===== src/rtl/usec_timebase_pkg.sv =====
package usec_timebase_pkg;
  localparam int unsigned FIELD_W = 8;
  localparam int unsigned CFG_W   = 2 * FIELD_W;
  localparam logic [CFG_W-1:0] CFG_RST = 16'h000C;
  localparam int unsigned OFS_COUNT = 0;
  localparam int unsigned OFS_CFG   = 4;

  typedef struct packed {
    logic [FIELD_W-1:0] step_m1;
    logic [FIELD_W-1:0] mod_m1;
  } tb_cfg_t;
endpackage


===== src/rtl/frac_prescaler.sv =====
module frac_prescaler #(
  parameter int unsigned FIELD_W = 8
) (
  input  logic               clk_i,
  input  logic               rst_ni,
  input  logic               en_i,
  input  logic               clr_i,
  input  logic [FIELD_W-1:0] step_m1_i,
  input  logic [FIELD_W-1:0] mod_m1_i,
  output logic               tick_o
);
  localparam int unsigned ACC_W = FIELD_W + 2;

  logic [ACC_W-1:0] acc_q, step, modu, sum;
  logic             sat, wrap;

  assign step = ACC_W'(step_m1_i) + ACC_W'(1);
  assign modu = ACC_W'(mod_m1_i) + ACC_W'(1);
  assign sum  = acc_q + step;
  assign sat  = step >= modu;
  assign wrap = sum >= modu;

  assign tick_o = en_i & ~clr_i & (sat | wrap);

  always_ff @(posedge clk_i or negedge rst_ni) begin
    if (!rst_ni)       acc_q <= '0;
    else if (clr_i)    acc_q <= '0;
    else if (en_i) begin
      if (sat)         acc_q <= '0;
      else if (wrap)   acc_q <= sum - modu;
      else             acc_q <= sum;
    end
  end
endmodule


===== src/rtl/usec_counter.sv =====
module usec_counter #(
  parameter int unsigned CNT_W = 32
) (
  input  logic             clk_i,
  input  logic             rst_ni,
  input  logic             inc_i,
  output logic [CNT_W-1:0] cnt_o
);
  always_ff @(posedge clk_i or negedge rst_ni) begin
    if (!rst_ni)    cnt_o <= '0;
    else if (inc_i) cnt_o <= cnt_o + CNT_W'(1);
  end
endmodule


===== src/rtl/timebase_regs.sv =====
module timebase_regs
  import usec_timebase_pkg::*;
#(
  parameter int unsigned ADDR_W = 4,
  parameter int unsigned DATA_W = 32,
  parameter int unsigned CNT_W  = 32
) (
  input  logic              clk_i,
  input  logic              rst_ni,
  input  logic              we_i,
  input  logic [ADDR_W-1:0] addr_i,
  input  logic [DATA_W-1:0] wdata_i,
  input  logic [CNT_W-1:0]  cnt_i,
  output tb_cfg_t           cfg_o,
  output logic              cfg_wr_o,
  output logic [DATA_W-1:0] rdata_o
);
  logic hit_cnt, hit_cfg;

  assign hit_cnt  = addr_i == ADDR_W'(OFS_COUNT);
  assign hit_cfg  = addr_i == ADDR_W'(OFS_CFG);
  assign cfg_wr_o = we_i & hit_cfg;

  always_ff @(posedge clk_i or negedge rst_ni) begin
    if (!rst_ni)       cfg_o <= tb_cfg_t'(CFG_RST);
    else if (cfg_wr_o) cfg_o <= tb_cfg_t'(wdata_i[CFG_W-1:0]);
  end

  always_comb begin
    rdata_o = '0;
    if (hit_cnt)      rdata_o = DATA_W'(cnt_i);
    else if (hit_cfg) rdata_o = DATA_W'(cfg_o);
  end
endmodule


===== src/rtl/usec_timebase.sv =====
module usec_timebase
  import usec_timebase_pkg::*;
#(
  parameter int unsigned ADDR_W = 4,
  parameter int unsigned DATA_W = 32,
  parameter int unsigned CNT_W  = 32
) (
  input  logic              clk_i,
  input  logic              rst_ni,
  input  logic              clk_en_i,
  input  logic              we_i,
  input  logic [ADDR_W-1:0] addr_i,
  input  logic [DATA_W-1:0] wdata_i,
  output logic [DATA_W-1:0] rdata_o
);
  tb_cfg_t          cfg_q;
  logic             cfg_wr, tick;
  logic [CNT_W-1:0] cnt_q;

  timebase_regs #(.ADDR_W(ADDR_W), .DATA_W(DATA_W), .CNT_W(CNT_W)) u_regs (
    .clk_i, .rst_ni, .we_i, .addr_i, .wdata_i,
    .cnt_i    (cnt_q),
    .cfg_o    (cfg_q),
    .cfg_wr_o (cfg_wr),
    .rdata_o
  );

  frac_prescaler #(.FIELD_W(FIELD_W)) u_presc (
    .clk_i, .rst_ni,
    .en_i      (clk_en_i),
    .clr_i     (cfg_wr),
    .step_m1_i (cfg_q.step_m1),
    .mod_m1_i  (cfg_q.mod_m1),
    .tick_o    (tick)
  );

  usec_counter #(.CNT_W(CNT_W)) u_cnt (
    .clk_i, .rst_ni,
    .inc_i (tick),
    .cnt_o (cnt_q)
  );
endmodule


===== config.mk =====
export PLATFORM = sky130hd
export DESIGN_NAME = usec_timebase
export DESIGN_NICKNAME = d
export VERILOG_FILES = /design/src/rtl/usec_timebase_pkg.sv /design/src/rtl/frac_prescaler.sv /design/src/rtl/usec_counter.sv /design/src/rtl/timebase_regs.sv /design/src/rtl/usec_timebase.sv
export SDC_FILE = /design/constraint.sdc
export NUM_CORES = 1
export LEC_CHECK = 0
export ABC_AREA = 1
export BUFFER_PORTS_ARGS = -buffer_cell sky130_fd_sc_hd__buf_2
export CELL_PAD_IN_SITES_DETAIL_PLACEMENT = 1
export CELL_PAD_IN_SITES_GLOBAL_PLACEMENT = 1
export CORE_MARGIN = 2
export CORE_UTILIZATION = 43
export CTS_BUF_LIST = sky130_fd_sc_hd__clkbuf_4
export DETAILED_ROUTE_END_ITERATION = 6
export GPL_TIMING_DRIVEN = 0
export HOLD_SLACK_MARGIN = 0.12
export PLACE_DENSITY = 0.79
export SYNTH_ARGS = -nofsm -noshare
export SYNTH_HDL_FRONTEND = slang
export SYNTH_SLANG_ARGS = --single-unit

===== constraint.sdc =====
create_clock -name clk_i -period 4.3 [get_ports clk_i]
set_input_delay 0.215 -clock clk_i [delete_from_list [all_inputs] [get_ports clk_i]]
set_output_delay 0.215 -clock clk_i [all_outputs]
set_load 0.01 [all_outputs]

==> run summary, run 1 <==
CP Max Fanout -> 10
kind of end point of the critical path -> flop
min-delay worst type -> in2reg
synthesized area per cell -> 6.93 sq um
DRT iter0 DRCs -> 244
Max VDD drop -> 0.298 mV
Internal Power -> 1.89 mW
syn nets -> 772
Clock Latency Late Sink -> 0.45 ns
Finished Cell Area -> 0.00573 sq mm
io pins -> 72
CP arrival -> 4.36 ns
final core utilization -> 52.4%
Nets -> 863
setup ws final -> 0.336 ns
max-cap check violation count -> 0
synthesized cell area -> 0.00485 sq mm
initial antenna violation count -> 0
port buffer count -> 55
area delta synth->final -> 18.3%
final hold viol count -> 0
vias in the first global route -> 5091
Total Die Area -> 0.0121 sq mm
status -> finished clean
pre-CTS WS -> -0.0273 ns
Rel. slew slack -> 47.7%
site row count -> 38
fillers -> 1472
Comb power frac -> 73.2%
GR Overflow Total -> 0
GRT Total Usage -> 28.0%
final antenna-violating net count -> 0
Sw Share -> 53.2%
Startpoint Class -> flop
Flop pwr share -> 18.3%
Vias per Instance -> 5.37
Reg clk slew, reported paths -> 0.11 ns
Leak -> 2.88 nW
Starting Density -> 44.3%
Tmin final -> 3.96 ns
drt first pass iters -> 5
required time of the worst setup path -> 4.69 ns
register area share after synthesis -> 30.0%
Clock Tree Buf Depth -> 2
largest net degree at the start of global routing -> 59
post-synthesis cell type count -> 42
Net Switching -> 2.15 mW
Synth Register Bits -> 58
GP Congestion -> 0.923
Slew @ Worst Pin -> 0.785 ns
dpl cell area -> 0.00530 sq mm
CTS tree -> yes
Max Clock Freq -> 252 MHz
first-pass GRT wire length -> 25600 um
final WL -> 16400 um
final setup vio count -> 0
Clock power frac -> 8.5%
fraction of layout cells with a size suffix above 1 -> 16.5%
crit path kind -> reg2reg
DR WL/cell -> 17.6 um
count of pins over their slew limit -> 0
period utilization -> 92.2%
cell area power density -> 705 mW/mm^2
number of synthesized flops with an enable pin -> 0
TritonCTS buffer count -> 9
CTS sink cnt -> 58
Remaining DRCs -> 0
antenna cells -> 0
Post-Synthesis Cells -> 699
worst hold slack -> 0.230 ns
Synth Warn # -> 0
die height -> 110 um
Root Driver -> clkbuf_4
via count -> 5021
Synth area leader -> dfrtp_1
die width -> 110 um
largest cells by area after synthesis -> dfrtp_1, nand2_1, ha_1
RSZ-0062 raised after global routing -> false
Post-Route Setup TNS -> 0 ns
H-Tree Depth -> 3
post-synth top area share -> 28.9%
core area -> 0.0109 sq mm
Most used DFF post-synth -> dfrtp_1
post-detail-place hpwl -> 12500 um
asr flop ratio synth -> 100%
Worst Clk Skew -> 0.0175 ns
-- cell usage in the layout (no fill, tap or decap), drive strengths merged, types with 18 or more instances in the layout --
cell and instances:
buf 71, xor2 37, a21oi 26, nor3 20, o21ai 27, nor2 82, ha 31, inv 87
dfrtp 56, nand2 204, clkbuf 18, nand3 59
-- layer usage --
metal	vias to the layer above	track usage [%]	wire length, um
li1	2429	-	-
met1	2443	39.2	7680
met2	121	44.7	7700
met3	28	3.64	732
met4	0	9.38	310
met5	-	0	0
-- final timing paths --
check / start / cells after the start / to / slack [ns]
min reg2reg: u_cnt.cnt_o[31] / 2 / u_cnt.cnt_o[31] / 0.49
max in group asynchronous: rst_ni / 2 / u_regs.cfg_o[8] / 3.37
min in group asynchronous: rst_ni / 2 / u_regs.cfg_o[14] / 0.37
max reg2reg: u_regs.cfg_o[9] / 27 / u_cnt.cnt_o[26] / 0.34
max: u_regs.cfg_o[9] / 27 / u_cnt.cnt_o[26] / 0.34
min: clk_en_i / 5 / u_cnt.cnt_o[5] / 0.23
-- worst max-delay path, stage by stage, from the launching register on --
cell	delay [ns]
dfrtp_1	0.42
ha_2	0.21
nand2_1	0.09
inv_2	0.10
nand4_1	0.13
xor2_1	0.20
inv_2	0.09
ha_2	0.33
nand2_1	0.08
nand2_1	0.07
nor2_1	0.11
nand2_1	0.07
or2_2	0.28
nand2_2	0.09
inv_1	0.07
ha_4	0.25
nand2_1	0.08
inv_1	0.04
a21oi_1	0.13
nand2_1	0.11
a21oi_2	0.20
nand2_4	0.11
inv_6	0.10
nand2_8	0.10
nand2_8	0.14
buf_6	0.16
nand2_1	0.07
nand2_1	0.06
-- power groups by stage --
stage	registers, mW	logic (mW)	clock network (mW)
finish	0.740	2.96	0.343
CTS	0.733	2.76	0.345
detailed placement	0.743	2.73	0
floorplan	0.719	2.08	0
global placement	0.736	2.60	0
global route	0.754	3.29	0.372
-- cells by family (layout without fill, tap and decap cells) --
kind of cell,count (synthesis),after routing,share of synthesized area (%)
flip-flops,58,58,30.0
multiplexers,2,2,0.465
AND/OR/NAND/NOR,386,386,35.0
AO/OA/AOI/OAI,67,67,7.80
buffers and inverters,103,199,8.83
XOR/XNOR,50,50,9.04
adder cells (fa/ha/maj),33,33,8.83
-- cells in the mapped netlist (7+ instances only) --
cell type  number
a21oi_1        24
dfrtp_1        56
ha_1           31
inv_1          83
nand2_1       192
nand2_2         9
nand3_1        57
nand4_1        11
nor2_1         80
nor3_1         20
o21ai_0        19
o22ai_1         7
xnor2_1        13
xor2_1         37
-- layout make-up --
cell class	count	area (sq um)	share of cell area (%)
Clock inverter	5	21.3	0.371
Tap cell	140	175	3.06
Inverter	88	335	5.85
Multi-Input combinational cell	538	3060	53.3
Sequential cell	58	1460	25.4
Clock buffer	11	82.6	1.44
Timing Repair Buffer	80	508	8.86
Buffer	15	97.6	1.70
-- sequential cells by signal (all words and copies together) (netlist names) --
signal / count
u_cnt.cnt_o: 32
u_presc.acc_q: 10
u_regs.cfg_o: 16
-- repair_timing --
item	in CTS	in global routing
resized for setup	1	20
buffers inserted	0	8
hold buffers	16	1
pin swaps	0	4
setup endpoints to repair	30	42
hold endpoints to repair	16	56
-- metrics by stage --
stage / power [mW] / cells
finish: 4.04 / 935
global route: 4.42 / 935
CTS: 3.83 / 926
detailed placement: 3.47 / 894
global placement: 3.34 / 894
floorplan: 2.80 / 699
Power figures use the tool's default switching activity.
==> inputs of run 2 (changes only) <==
- CELL_PAD_IN_SITES_DETAIL_PLACEMENT: 1 -> 0
==> run summary, run 2 (synthesis results as in run 1) <==
largest net degree at the start of global routing -> 59 (unchanged)
via count -> 4710 (-6.2%)
most frequent cells in the layout -> nand2_1, inv_1, nor2_1
H-Tree Depth -> 3 (unchanged)
GRT Total Usage -> 24.6% (-3.4 points)
RSZ-0062 raised after global routing -> false
Post-Route Setup TNS -> 0 ns (unchanged)
Root Driver -> clkbuf_4
status -> finished clean
TritonCTS buffer count -> 9 (unchanged)
CP max stage delay -> 0.41 ns (about the same)
CTS tree -> yes
cell area power density -> 685 mW/mm^2 (-2.7%)
vias in the first global route -> 4552 (-11%)
Worst Clk Skew -> 0.0229 ns (+0.00545 ns)
final setup vio count -> 0 (unchanged)
layer with the highest usage -> met2
antenna cells -> 0 (unchanged)
commonest non-fill, non-tap cell in the layout -> nand2_1
required time of the worst setup path -> 4.61 ns (-0.08 ns)
Clock power frac -> 10.4% (+1.9 points)
Tmin final -> 3.96 ns (-0.00514 ns)
Sw Share -> 51.7% (-1.4 points)
Max Clock Freq -> 253 MHz (+0.13%)
Nets -> 859 (-0.46%)
CTS sink cnt -> 58 (unchanged)
Clock Latency Late Sink -> 0.43 ns (-0.02 ns)
Top reg by flops -> u_cnt.cnt_o
setup ws final -> 0.341 ns (+0.00514 ns)
CP arrival -> 4.27 ns (-0.09 ns)
top flop regs -> u_cnt.cnt_o x32, u_regs.cfg_o x16, u_presc.acc_q x10
Starting Density -> 44.3% (unchanged)
kind of end point of the critical path -> flop
first-pass GRT wire length -> 22800 um (-11%)
Slew @ Worst Pin -> 0.781 ns (-0.00437 ns)
Total Die Area -> 0.0121 sq mm (unchanged)
final WL -> 14000 um (-15%)
max-cap check violation count -> 0 (unchanged)
die height -> 110 um (unchanged)
crit path kind -> reg2reg
DR WL/cell -> 15.0 um (-15%)
io pins -> 72 (unchanged)
port buffer count -> 55 (unchanged)
min-delay worst type -> in2reg
most frequent cell on the critical path -> nand2_1
Flop pwr share -> 18.8% (+0.5 points)
Vias per Instance -> 5.06 (-5.8%)
core area -> 0.0109 sq mm (unchanged)
Net Switching -> 2.01 mW (-6.4%)
Remaining DRCs -> 0 (unchanged)
initial antenna violation count -> 0 (unchanged)
GR Overflow Total -> 0 (unchanged)
final antenna-violating net count -> 0 (unchanged)
count of pins over their slew limit -> 0 (unchanged)
CP Max Fanout -> 10 (unchanged)
met2 Usage GRT -> 37.1% (-7.6 points)
pre-CTS WS -> 0.0472 ns (+0.0744 ns)
Startpoint Class -> flop
Leak -> 2.88 nW (-0.17%)
grt met1 use -> 37.0% (-2.2 points)
Clock Tree Buf Depth -> 2 (unchanged)
period utilization -> 92.1% (-0.12 points)
drt first pass iters -> 5 (unchanged)
GP Congestion -> 0.923 (unchanged)
Rel. slew slack -> 47.9% (+0.29 points)
fraction of layout cells with a size suffix above 1 -> 14.9% (-1.6 points)
number of flip-flops in the largest register -> 32 (unchanged)
Slowest cell on crit path -> dfrtp_1
Reg clk slew, reported paths -> 0.11 ns (about the same)
DRT iter0 DRCs -> 273 (+12%)
area delta synth->final -> 17.1%
Internal Power -> 1.88 mW (-0.77%)
GR Layer Usage met3 -> 4.17% (+0.53 points)
Worst R2R Setup Slack -> 0.34 ns (about the same)
site row count -> 38 (unchanged)
final hold viol count -> 0 (unchanged)
Max VDD drop -> 0.317 mV (+6.6%)
Comb power frac -> 70.7% (-2.5 points)
post-detail-place hpwl -> 11000 um (-12%)
die width -> 110 um (unchanged)
[run 2: cell types whose count changed in the layout (fill, tap and decap cells not counted), sizes merged]
cell / change
clkinv: -2
buf: -3
bufinv: +1
[run 2: final cells by class]
cell class,count,area [sq um]
fillers,1148,5260
plain buffers,15,95.1
clock buffers,12,90.1
repair buffers,76,478
inverters,88,335
clock inverters,4,43.8
multi-input cells,538,3000
flip-flops and latches,58,1450
well taps,140,175
[run 2: what timing repair did]
action | in CTS | in global routing
endpoints found under the setup margin | 0 | 42
resized for setup | 0 | 10
setup buffers | 0 | 4
hold endpoints to repair | 16 | 56
hold buffers | 16 | 1
[run 2: power groups by stage]
stage               sequential [mW]  combinational (mW)  clock [mW]
CTS                           0.729                2.67       0.415
global route                  0.746                3.11       0.443
floorplan                     0.719                2.08           0
global placement              0.736                2.60           0
detailed placement            0.739                2.65           0
finish                        0.731                2.75       0.406
[run 2: critical path: cells and delay by family, from the launching register on]
family / cells / cell delay, ns
and+or+nand+nor: 14 / 1.72
AOI/OAI and AO/OA: 2 / 0.32
buffers and inverters: 6 / 0.60
DFF: 1 / 0.41
adders and majority gates: 3 / 0.82
[run 2: metal layers]
metal / share of wire [%] / vias to the layer above
li1: - / 2414
met2: 42 / 112
met3: 5.1 / 10
met5: 0 / -
met4: 0.82 / 0
met1: 52 / 2174
[run 2: metrics by stage]
step	util, %	hold WS [ns]	power, mW	cells	instance area, sq um
2_1_floorplan	-	-0.0806	2.80	699	4850
3_3_place_gp	48.4	0.452	3.34	894	5300
3_5_place_dp	48.4	0.455	3.39	894	5300
4_1_cts	51.1	0.155	3.81	926	5590
5_1_grt	51.9	0.276	4.30	931	5670
6_report	51.9	0.244	3.89	931	5670
[run 2: worst paths after layout]
path                                 start                to  cells after the start
hold / removal                    clk_en_i    u_cnt.cnt_o[6]                      5
min in group asynchronous           rst_ni  u_regs.cfg_o[14]                      2
hold reg to reg            u_cnt.cnt_o[31]   u_cnt.cnt_o[31]                      2
max in group asynchronous           rst_ni  u_presc.acc_q[9]                      2
setup reg to reg           u_regs.cfg_o[8]   u_cnt.cnt_o[14]                     25
setup / recovery           u_regs.cfg_o[8]   u_cnt.cnt_o[14]                     25
==> inputs of run 3 (changes only) <==
- SYNTH_HIERARCHICAL: not set -> 1
==> run summary, run 3 <==
fillers -> 1087 (-5.3%)
final hold viol count -> 0 (unchanged)
Rel. slew slack -> 47.0% (-0.99 points)
area delta synth->final -> 20.2%
hold_sp -> we_i
dpl cell area -> 0.00524 sq mm (-0.99%)
min-delay worst type -> in2reg
via count -> 4626 (-1.8%)
Internal Power -> 1.62 mW (-13%)
register area share after synthesis -> 30.3% (+0.30 points)
delay-heaviest family, CP -> simple AND/OR/NAND/NOR gates
max-cap check violation count -> 0 (unchanged)
Tot Pwr -> 3.08 mW (-21%)
Starting Density -> 44.3% (-0.050 points)
Slowest cell on crit path -> dfrtp_2
multiplexer share of the synthesized area -> 0% (-0.46 points)
post-synth top area share -> 29.2% (+0.29 points)
syn nets -> 754 (-2.3%)
final setup vio count -> 0 (unchanged)
Post-Synthesis Cells -> 681 (-2.6%)
port buffer count -> 54 (-1.8%)
CP max stage delay -> 0.46 ns (+0.05 ns)
Critical Path Stages -> 30 (+20%)
antenna cells -> 0 (unchanged)
crit path kind -> reg2reg
synthesized cell area -> 0.00480 sq mm (-0.98%)
post-synthesis simple-gate area fraction -> 40.4% (+5.3 points)
Root Driver -> clkbuf_4
H-Tree Depth -> 3 (unchanged)
post-synthesis cell type count -> 40 (-4.8%)
GR Overflow Total -> 0 (unchanged)
drt first pass iters -> 4 (-1)
asr flop ratio synth -> 100% (unchanged)
Top reg by flops -> u_cnt/cnt_o
CP Max Fanout -> 5 (-5)
Most used DFF post-synth -> dfrtp_1
Synth Register Bits -> 58 (unchanged)
setup ws final -> 0.299 ns (-0.0420 ns)
number of flip-flops in the largest register -> 32 (unchanged)
CP arrival -> 4.32 ns (+0.05 ns)
site row count -> 38 (unchanged)
GP Congestion -> 0.853 (-7.6%)
Clock Latency Late Sink -> 0.42 ns (about the same)
Comb power frac -> 62.6% (-8.1 points)
Compound-Gate Fraction of Synth Area -> 4.49% (-3.3 points)
io pins -> 72 (unchanged)
worst hold slack -> 0.154 ns (-0.0895 ns)
CTS sink cnt -> 58 (unchanged)
top-count cell post-synth -> nand2_1
largest family of logic cells by synthesized area -> simple AND/OR/NAND/NOR gates
fraction of layout cells with a size suffix above 1 -> 20.2% (+5.3 points)
core area -> 0.0108 sq mm (-0.87%)
Worst Setup EP -> u_cnt/cnt_o[23]
DRT iter0 DRCs -> 230 (-16%)
most frequent cell on the critical path -> nand2_1
TritonCTS buffer count -> 9 (unchanged)
count of pins over their slew limit -> 0 (unchanged)
status -> finished clean
Clock power frac -> 12.2% (+1.8 points)
period utilization -> 93.0% (+0.98 points)
crit path launch -> u_regs/cfg_o[8]
cell area power density -> 534 mW/mm^2 (-22%)
vias in the first global route -> 4448 (-2.3%)
initial antenna violation count -> 0 (unchanged)
Nets -> 849 (-1.2%)
Startpoint Class -> flop
largest net degree at the start of global routing -> 59 (unchanged)
Reg clk slew, reported paths -> 0.10 ns (about the same)
Worst Clk Skew -> 0.0187 ns (-0.00423 ns)
Post-synth top cells -> nand2_1, inv_1, nor2_1, nand3_1, dfrtp_1
top flop regs -> u_cnt/cnt_o x32, u_regs/cfg_o x16, u_presc/acc_q x10
final antenna-violating net count -> 0 (unchanged)
critical path buffer and inverter count -> 6 (unchanged)
Vias per Instance -> 5.04 (-0.39%)
Slew @ Worst Pin -> 0.793 ns (+0.0119 ns)
DR WL/cell -> 14.3 um (-4.4%)
Net Switching -> 1.46 mW (-27%)
synthesized area per cell -> 7.05 sq um (+1.6%)
pre-CTS WS -> -0.375 ns (-0.422 ns)
first-pass GRT wire length -> 21300 um (-6.8%)
Synth area leader -> dfrtp_1
Sw Share -> 47.3% (-4.4 points)
Worst R2R Setup Slack -> 0.30 ns (-0.04 ns)
kind of end point of the critical path -> flop
post-detail-place hpwl -> 9880 um (-10%)
Clock Tree Buf Depth -> 2 (unchanged)
Finished Cell Area -> 0.00577 sq mm (+1.7%)
adder-cell share of the synthesized area -> 8.92% (+0.087 points)
Total Die Area -> 0.0120 sq mm (-0.95%)
xor and xnor area share after synthesis -> 7.30% (-1.7 points)
CTS tree -> yes
Max VDD drop -> 0.373 mV (+18%)
reg2reg path depth -> 30 (+20%)
Max Clock Freq -> 250 MHz (-1.1%)
required time of the worst setup path -> 4.61 ns (about the same)
most frequent cells in the layout -> nand2_1, inv_1, nor2_1
Leak -> 2.94 nW (+2.1%)
number of synthesized flops with an enable pin -> 0 (unchanged)
commonest non-fill, non-tap cell in the layout -> nand2_1
R2R Path Start -> u_regs/cfg_o[8]
die width -> 110 um (-0.48%)
Synth Warn # -> 6 (+6)
die height -> 110 um (-0.48%)
reg2reg end -> u_cnt/cnt_o[23]
largest cells by area after synthesis -> dfrtp_1, nand2_1, ha_1
GRT Total Usage -> 22.9% (-1.7 points)
Flop pwr share -> 25.2% (+6.4 points)
Remaining DRCs -> 0 (unchanged)
final WL -> 13200 um (-5.8%)
Tmin final -> 4.00 ns (+0.0420 ns)
==> run 3: cell count changes after synthesis, sizes merged, moves of 14 or more <==
cell and delta:
a21oi -14, nand2 +17, nand4 +15, nor3 -18, o21ai -14, xor2 -14
==> run 3: timing repair <==
action / in CTS / in global routing
cloned: 0 / 0
hold endpoints to repair: 16 / 56
hold buffers: 17 / 1
gates resized for setup: 10 / 23
pin swaps: 1 / 9
setup endpoints to repair: 28 / 26
buffers inserted: 4 / 8
==> run 3: through the flow <==
step	util, %	std cells	setup TNS (ns)
after floorplan	-	681	0
after global placement	48.4	875	-6.15
after detailed placement	48.4	875	-6.84
after CTS	51.6	909	0
after global routing	53.2	918	-0.00428
final	53.2	918	0
==> run 3: worst min path at each step <==
| stage | end | cells past startpoint |
|---|---|---|
| 5_1_grt | u_regs/cfg_o[11] | 3 |
| 3_5_place_dp | u_regs/cfg_o[2] | 3 |
| 3_3_place_gp | u_regs/cfg_o[3] | 3 |
| 6_report | u_regs/cfg_o[15] | 3 |
| 2_1_floorplan | u_cnt/cnt_o[0] | 0 |
| 4_1_cts | u_regs/cfg_o[15] | 3 |
==> run 3: cell families (layout without fill, tap and decap cells) <==
family | after synthesis | after routing
simple gates | 417 | 417
buf+inv | 99 | 196
flops | 58 | 58
xor+xnor | 40 | 40
compound gates | 34 | 34
fa+ha+maj | 33 | 33
==> run 3: worst register-to-register path, delay by kind of cell, from the launching register on <==
family | cells | cell delay, ns
buffers and inverters | 6 | 0.55
and+or+nand+nor | 16 | 1.85
xor gates and xnor gates | 1 | 0.13
DFF | 1 | 0.46
adders and majority gates | 3 | 0.63
AOI/OAI and AO/OA | 4 | 0.30
==> run 3: power by group through the flow <==
stage	logic (mW)	registers [mW]	clock network (mW)
finish	1.93	0.778	0.377
global route	2.18	0.792	0.407
CTS	1.79	0.768	0.388
detailed placement	1.73	0.783	0
global placement	1.70	0.781	0
floorplan	1.40	0.739	0
==> run 3: area by class of cell <==
type                       count  area [sq um]  area share, %
clock inverter                 4          46.3          0.802
buffer                        15           103           1.78
tap                          140           175           3.04
timing repair buffer          84           543           9.41
sequential                    58          1460           25.3
inverter                      84           315           5.47
clock buffer                   9          67.6           1.17
multi-input combinational    524          3060           53.0
==> run 3: per-layer routing <==
layer  global-route usage [%]  vias up  wire length, um
met1                     32.4     2166             6500
met2                     35.9       90             5850
met5                        0        -                0
li1                         -     2361                -
met3                     4.21        9              688
met4                     6.33        0              133
